`config.mk`:
```
export PLATFORM = sky130hd
export DESIGN_NAME = bankreg_file
export DESIGN_NICKNAME = d
export VERILOG_FILES = /design/src/rtl/bankreg_pkg.sv /design/src/rtl/bankreg_map.sv /design/src/rtl/bankreg_gpr.sv /design/src/rtl/bankreg_status.sv /design/src/rtl/bankreg_file.sv
export SDC_FILE = /design/constraint.sdc
export NUM_CORES = 2
export LEC_CHECK = 0
export ABC_CLOCK_PERIOD_IN_PS = 14100
export BUFFER_PORTS_ARGS = -buffer_cell sky130_fd_sc_hd__buf_2
export CORE_MARGIN = 1
export CORE_UTILIZATION = 40
export CTS_CLUSTER_DIAMETER = 80
export DETAILED_ROUTE_END_ITERATION = 16
export GPL_TIMING_DRIVEN = 0
export PLACE_DENSITY = 0.59
export SLEW_MARGIN = 20
export SYNTH_ARGS = -nofsm -noshare
export SYNTH_HDL_FRONTEND = slang
export SYNTH_SLANG_ARGS = --single-unit
export TNS_END_PERCENT = 100
```
`constraint.sdc`:
```
create_clock -name clk -period 14.1 [get_ports clk]
set_clock_uncertainty 0.1 [all_clocks]
set_input_delay 0.705 -clock clk [delete_from_list [all_inputs] [get_ports clk]]
set_output_delay 0.705 -clock clk [all_outputs]
set_load 0.01 [all_outputs]
```
`src/rtl/bankreg_pkg.sv`:
```
`timescale 1ns/1ps
package bankreg_pkg;

  typedef enum logic [4:0] {
    MODE_USR = 5'b10000,
    MODE_FIQ = 5'b10001,
    MODE_IRQ = 5'b10010,
    MODE_SVC = 5'b10011,
    MODE_ABT = 5'b10111,
    MODE_UND = 5'b11011,
    MODE_SYS = 5'b11111
  } mode_e;

  localparam int ARCH_REGS   = 16;
  localparam int PC_IDX      = ARCH_REGS - 1;
  localparam int FIQ_FIRST   = 8;
  localparam int PAIR_FIRST  = 13;
  localparam int FIQ_BANKED  = PC_IDX - FIQ_FIRST;
  localparam int PAIR_BANKED = PC_IDX - PAIR_FIRST;
  localparam int NUM_SAVED   = 5;
  localparam int SAVED_W     = $clog2(NUM_SAVED);
  localparam int FIQ_BASE    = ARCH_REGS;
  localparam int PAIR_BASE   = FIQ_BASE + FIQ_BANKED;
  localparam int NUM_PHYS    = PAIR_BASE + (NUM_SAVED - 1) * PAIR_BANKED;

  // {valid, slot}: slot 0 is fast interrupt, 1..4 are the pair-banked modes
  function automatic logic [SAVED_W:0] saved_slot(input logic [4:0] m);
    logic [SAVED_W:0] r;
    case (m)
      MODE_FIQ: r = {1'b1, SAVED_W'(0)};
      MODE_IRQ: r = {1'b1, SAVED_W'(1)};
      MODE_SVC: r = {1'b1, SAVED_W'(2)};
      MODE_ABT: r = {1'b1, SAVED_W'(3)};
      MODE_UND: r = {1'b1, SAVED_W'(4)};
      default:  r = '0;
    endcase
    return r;
  endfunction

endpackage

```
`src/rtl/bankreg_map.sv`:
```
`timescale 1ns/1ps
module bankreg_map
  import bankreg_pkg::*;
#(
  parameter int PW = 5
) (
  input  logic [4:0]    mode,
  input  logic [3:0]    idx,
  output logic [PW-1:0] phys
);

  logic [SAVED_W:0] sl;
  assign sl = saved_slot(mode);

  always_comb begin
    phys = PW'(idx);
    if (int'(idx) != PC_IDX && sl[SAVED_W]) begin
      if (sl[SAVED_W-1:0] == '0) begin
        if (int'(idx) >= FIQ_FIRST)
          phys = PW'(FIQ_BASE + int'(idx) - FIQ_FIRST);
      end else if (int'(idx) >= PAIR_FIRST) begin
        phys = PW'(PAIR_BASE + (int'(sl[SAVED_W-1:0]) - 1) * PAIR_BANKED
                   + int'(idx) - PAIR_FIRST);
      end
    end
  end

endmodule

```
`src/rtl/bankreg_gpr.sv`:
```
`timescale 1ns/1ps
module bankreg_gpr #(
  parameter int XLEN     = 32,
  parameter int NUM_PHYS = 31,
  parameter int NUM_RD   = 2,
  parameter int PW       = $clog2(NUM_PHYS)
) (
  input  logic                           clk,
  input  logic                           rst,
  input  logic                           wr_en,
  input  logic [PW-1:0]                  wr_phys,
  input  logic [XLEN-1:0]                wr_data,
  input  logic [NUM_RD-1:0][PW-1:0]      rd_phys,
  output logic [NUM_RD-1:0][XLEN-1:0]    rd_data
);

  logic [XLEN-1:0] regs [NUM_PHYS];

  always_ff @(posedge clk) begin
    for (int i = 0; i < NUM_PHYS; i++) begin
      if (rst)
        regs[i] <= '0;
      else if (wr_en && wr_phys == PW'(i))
        regs[i] <= wr_data;
    end
  end

  for (genvar p = 0; p < NUM_RD; p++) begin : g_rd
    always_comb begin
      if (wr_en && wr_phys == rd_phys[p])
        rd_data[p] = wr_data;
      else
        rd_data[p] = regs[rd_phys[p]];
    end
  end

endmodule

```
`src/rtl/bankreg_status.sv`:
```
`timescale 1ns/1ps
module bankreg_status
  import bankreg_pkg::*;
#(
  parameter int              XLEN      = 32,
  parameter logic [XLEN-1:0] WRITABLE  = 32'hF000_00FF,
  parameter logic [XLEN-1:0] RESET_VAL = 32'h0000_0013
) (
  input  logic            clk,
  input  logic            rst,
  input  logic            cur_wr_en,
  input  logic [XLEN-1:0] cur_wr_data,
  input  logic [XLEN-1:0] cur_wr_mask,
  input  logic            sav_wr_en,
  input  logic [XLEN-1:0] sav_wr_data,
  input  logic [XLEN-1:0] sav_wr_mask,
  output logic [XLEN-1:0] cur_q,
  output logic [XLEN-1:0] sav_rd
);

  logic [XLEN-1:0]  saved [NUM_SAVED];
  logic [SAVED_W:0] sl;
  logic [XLEN-1:0]  cur_m, sav_m;

  assign sl    = saved_slot(cur_q[4:0]);
  assign cur_m = cur_wr_mask & WRITABLE;
  assign sav_m = sav_wr_mask & WRITABLE;

  always_ff @(posedge clk) begin
    if (rst)
      cur_q <= RESET_VAL;
    else if (cur_wr_en)
      cur_q <= (cur_q & ~cur_m) | (cur_wr_data & cur_m);
  end

  always_ff @(posedge clk) begin
    for (int s = 0; s < NUM_SAVED; s++) begin
      if (rst)
        saved[s] <= '0;
      else if (sav_wr_en && sl[SAVED_W] && sl[SAVED_W-1:0] == SAVED_W'(s))
        saved[s] <= (saved[s] & ~sav_m) | (sav_wr_data & sav_m);
    end
  end

  assign sav_rd = sl[SAVED_W] ? saved[sl[SAVED_W-1:0]] : '0;

endmodule

```
`src/rtl/bankreg_file.sv`:
```
`timescale 1ns/1ps
module bankreg_file
  import bankreg_pkg::*;
#(
  parameter int              XLEN            = 32,
  parameter logic [XLEN-1:0] STATUS_WRITABLE = 32'hF000_00FF
) (
  input  logic            clk,
  input  logic            rst,
  input  logic [3:0]      rd_a_idx,
  output logic [XLEN-1:0] rd_a_data,
  input  logic [3:0]      rd_b_idx,
  output logic [XLEN-1:0] rd_b_data,
  input  logic            wr_en,
  input  logic [3:0]      wr_idx,
  input  logic [XLEN-1:0] wr_data,
  input  logic            cur_wr_en,
  input  logic [XLEN-1:0] cur_wr_data,
  input  logic [XLEN-1:0] cur_wr_mask,
  output logic [XLEN-1:0] cur_status,
  input  logic            sav_wr_en,
  input  logic [XLEN-1:0] sav_wr_data,
  input  logic [XLEN-1:0] sav_wr_mask,
  output logic [XLEN-1:0] sav_status
);

  localparam int PW     = $clog2(NUM_PHYS);
  localparam int NUM_RD = 2;
  localparam int NUM_AP = NUM_RD + 1;
  localparam logic [XLEN-1:0] RESET_VAL = XLEN'(MODE_SVC);

  logic [4:0]                    cur_mode;
  logic [NUM_AP-1:0][3:0]        map_idx;
  logic [NUM_AP-1:0][PW-1:0]     map_phys;
  logic [NUM_RD-1:0][XLEN-1:0]   rd_data;

  assign cur_mode   = cur_status[4:0];
  assign map_idx[0] = rd_a_idx;
  assign map_idx[1] = rd_b_idx;
  assign map_idx[2] = wr_idx;

  for (genvar g = 0; g < NUM_AP; g++) begin : g_map
    bankreg_map #(.PW(PW)) u_map (
      .mode (cur_mode),
      .idx  (map_idx[g]),
      .phys (map_phys[g])
    );
  end

  bankreg_gpr #(
    .XLEN(XLEN), .NUM_PHYS(NUM_PHYS), .NUM_RD(NUM_RD), .PW(PW)
  ) u_gpr (
    .clk     (clk),
    .rst     (rst),
    .wr_en   (wr_en),
    .wr_phys (map_phys[NUM_RD]),
    .wr_data (wr_data),
    .rd_phys (map_phys[NUM_RD-1:0]),
    .rd_data (rd_data)
  );

  assign rd_a_data = rd_data[0];
  assign rd_b_data = rd_data[1];

  bankreg_status #(
    .XLEN(XLEN), .WRITABLE(STATUS_WRITABLE), .RESET_VAL(RESET_VAL)
  ) u_status (
    .clk         (clk),
    .rst         (rst),
    .cur_wr_en   (cur_wr_en),
    .cur_wr_data (cur_wr_data),
    .cur_wr_mask (cur_wr_mask),
    .sav_wr_en   (sav_wr_en),
    .sav_wr_data (sav_wr_data),
    .sav_wr_mask (sav_wr_mask),
    .cur_q       (cur_status),
    .sav_rd      (sav_status)
  );

endmodule

```
==> reports/qor.yml <==
start_kind: "flop"
gr-total-overflow: 0
rows: 143
synth_top_area_share_pct: 51.5
postCtsSetupBuffers: 0
vdd_ir_drop_max_uv: 140
drt_pass1_iterations: 6
power_density_mw_per_mm2: 128
tightest_slew_ps: 1260
cp_slowest_stage_delay_ps: 1000
drc_errors: 0
cts_buffers: 133
h-tree-depth: 4
synth_area_leader_cell: "edfxtp_1"
synth_area_leaders: "edfxtp_1, and2_1, mux4_2, mux2i_1, clkbuf_1"
netlist_area_mm2: 0.0614
crit_path_frequent_cell: "clkbuf_1"
timing.fmax_ghz: 0.101
finalNetCount: 6040
fillers: 14066
cp-end-kind: "output pin"
holdBufCountCts: 0
vias: 49672
portBuffers: 180
cts_tree: "yes"
dp_hpwl_um: 193000
clkTransAtPathRegs_ps: 60
drt_wl_total_um: 255000
drive_gt1_share_pct: 13.3
power_leakage_uw: 0.0258
cts_sinks: 1064
grt_use_met2_pct: 46.5
drt-initial-drc-count: 6805
synthArstFlopShare_pct: 0
die_area_mm2: 0.155
drt-vias-per-instance: 6.21
post_cts_resized: 0
finalPower_uw: 9030
worst-path-max-fanout: 14
synth_edf_count: 1052
synth_most_common_cell: "edfxtp_1"
synthToLayoutAreaGrowth_pct: 15.0
die_w_um: 394
slew_headroom_pct: 16.2
ff2ff_path_depth: 20
grt_use_met3_pct: 8.89
grt_use_total_pct: 32.1
reg2reg_slack_ps: 5970
layout_min_cycle_time_ps: 9900
crit_type: "reg2out"
antenna_found_initial: 27
place.gp.congestion: 1.01
grt_first_pass_wirelength_um: 353000
initial_utilization_pct: 40.3
clockBufferDepth: 3
min_path_cells: 2
ant_nets: 0
hold_viol: 0
synth_flop_cell: "edfxtp_1"
setup_viol: 0
synthTopCellsByCount: "edfxtp_1, and2_1, clkbuf_1, nand2_1, mux2i_1"
first_global_vias: 47390
cpMaxStageDelayCell: "o211ai_1"
grt_max_degree: 23
rsz0062_at_grt: "no"
wl_per_cell_um: 31.9
crit_required_ps: 13300
whs_ps: 72.1
outcome: "complete, no violations"
synth-seq-cells: 1064
max-cap-violations: 0
yosys_warnings: 0
grt.busiest_layer: "met2"
hp-start: "cur_wr_data[0]"
fin_crit_sh_pct: 70.2
arrival_ps: 9100
io_pins: 305
r2r_end: "u_gpr.regs[25][25]$_SDFFCE_PN0P_"
avgSynthCellArea_um2: 11.2
hold_path_class: "in2reg"
clk_latency_ps: 770
fp.dieH_um: 394
seq_area_frac_synth_pct: 51.9
cp_cell_sequence: "clkbuf_1 -> and3b_1 -> and2_1 -> buf_1 -> clkbuf_1 -> ha_1 -> xnor2_1 -> xnor2_1 -> ha_1 -> inv_1 -> fa_1 -> xor2_1 -> o311a_1 -> a32oi_1 -> o211ai_1 -> clkbuf_1 -> a221oi_1 -> nor4_1 -> a31oi_1 -> buf_2"
use_met1_pct: 42.5
cts-root-buf: "clkbuf_16"
synth_cell_types: 74
synth_cells: 5454
slew_violations: 0
core_mm2: 0.152
tns_ps: 0
## routing by layer
layer / up-vias / share of wire (%)
li1: 21105 / -
met3: 630 / 11
met4: 20 / 6.8
met5: - / 0.056
met1: 24760 / 40
met2: 3157 / 42
## worst max-delay path by stage
stage	end	slack, ps	cells past startpoint
6_report	rd_b_data[19]	4200	20
5_1_grt	rd_b_data[19]	3860	20
3_5_place_dp	rd_b_data[19]	5250	20
4_1_cts	rd_b_data[19]	4390	20
3_3_place_gp	rd_b_data[19]	4060	20
2_1_floorplan	u_gpr.regs[22][0]$_SDFFCE_PN0P_	7950	18
## stage by stage
| stage | util, % | cell area (um^2) | instances | setup WS (ps) |
|---|---|---|---|---|
| floorplan | - | 61500 | 5493 | 7950 |
| global placement | 42.7 | 64900 | 7703 | 4060 |
| detailed placement | 43.6 | 66200 | 7739 | 5250 |
| CTS | 46.3 | 70500 | 7980 | 4390 |
| global route | 46.4 | 70500 | 7982 | 3860 |
| finish | 46.4 | 70600 | 7996 | 4200 |
## power by group
part	switching (uW)	total [uW]	internal, uW	leakage [uW]
logic	1340	1920	577	0.0127
registers	78.9	3690	3620	0.0111
clock network	1450	3420	1970	0.00208
## registers in the layout, indices dropped and copies added, names as in the netlist, named ones only
name and flops:
u_status.saved 60, u_gpr.regs 992
## area by class of cell
cell class / instances / area, um^2 / area share [%]
diodes: 14 / 35.0 / 0.0497
plain buffers: 600 / 2570 / 3.64
clock buffers: 159 / 3560 / 5.05
clock inverters: 82 / 689 / 0.977
inverters: 15 / 56.3 / 0.0798
multi-input cells: 3814 / 27500 / 39.0
flip-flops and latches: 1064 / 31800 / 45.1
well taps: 2030 / 2540 / 3.60
repair buffers: 218 / 1780 / 2.52
## critical path, delay by kind of cell, from the launching register on
family | cells | cell delay [ps]
AO/OA/AOI/OAI | 5 | 2250
XOR/XNOR | 3 | 1100
adder cells (fa/ha/maj) | 3 | 1010
buffers and inverters | 6 | 2270
AND/OR/NAND/NOR | 3 | 1320
flip-flops | 1 | 340
## kinds of logic after synthesis
kind of cell	after synthesis	synth area share, %
flip-flops	1064	51.9
AND/OR/NAND/NOR	2075	18.5
XOR/XNOR	23	0.328
AO/OA/AOI/OAI	1115	11.9
other	1	0.00611
buffers and inverters	615	4.21
adder cells (fa/ha/maj)	17	0.383
multiplexers	544	12.8
## cells in the final DEF, fill, tap and decap left out, types with 128 or more instances in the layout
cell / n
nand3_1: 151
buf_2: 247
edfxtp_1: 1052
nand2_1: 422
a21oi_1: 274
clkbuf_1: 450
clkbuf_16: 139
mux4_2: 191
nor2_1: 210
mux2i_1: 351
a211oi_1: 128
o21ai_0: 202
and2_1: 998
(Power assumes the default switching activity.)
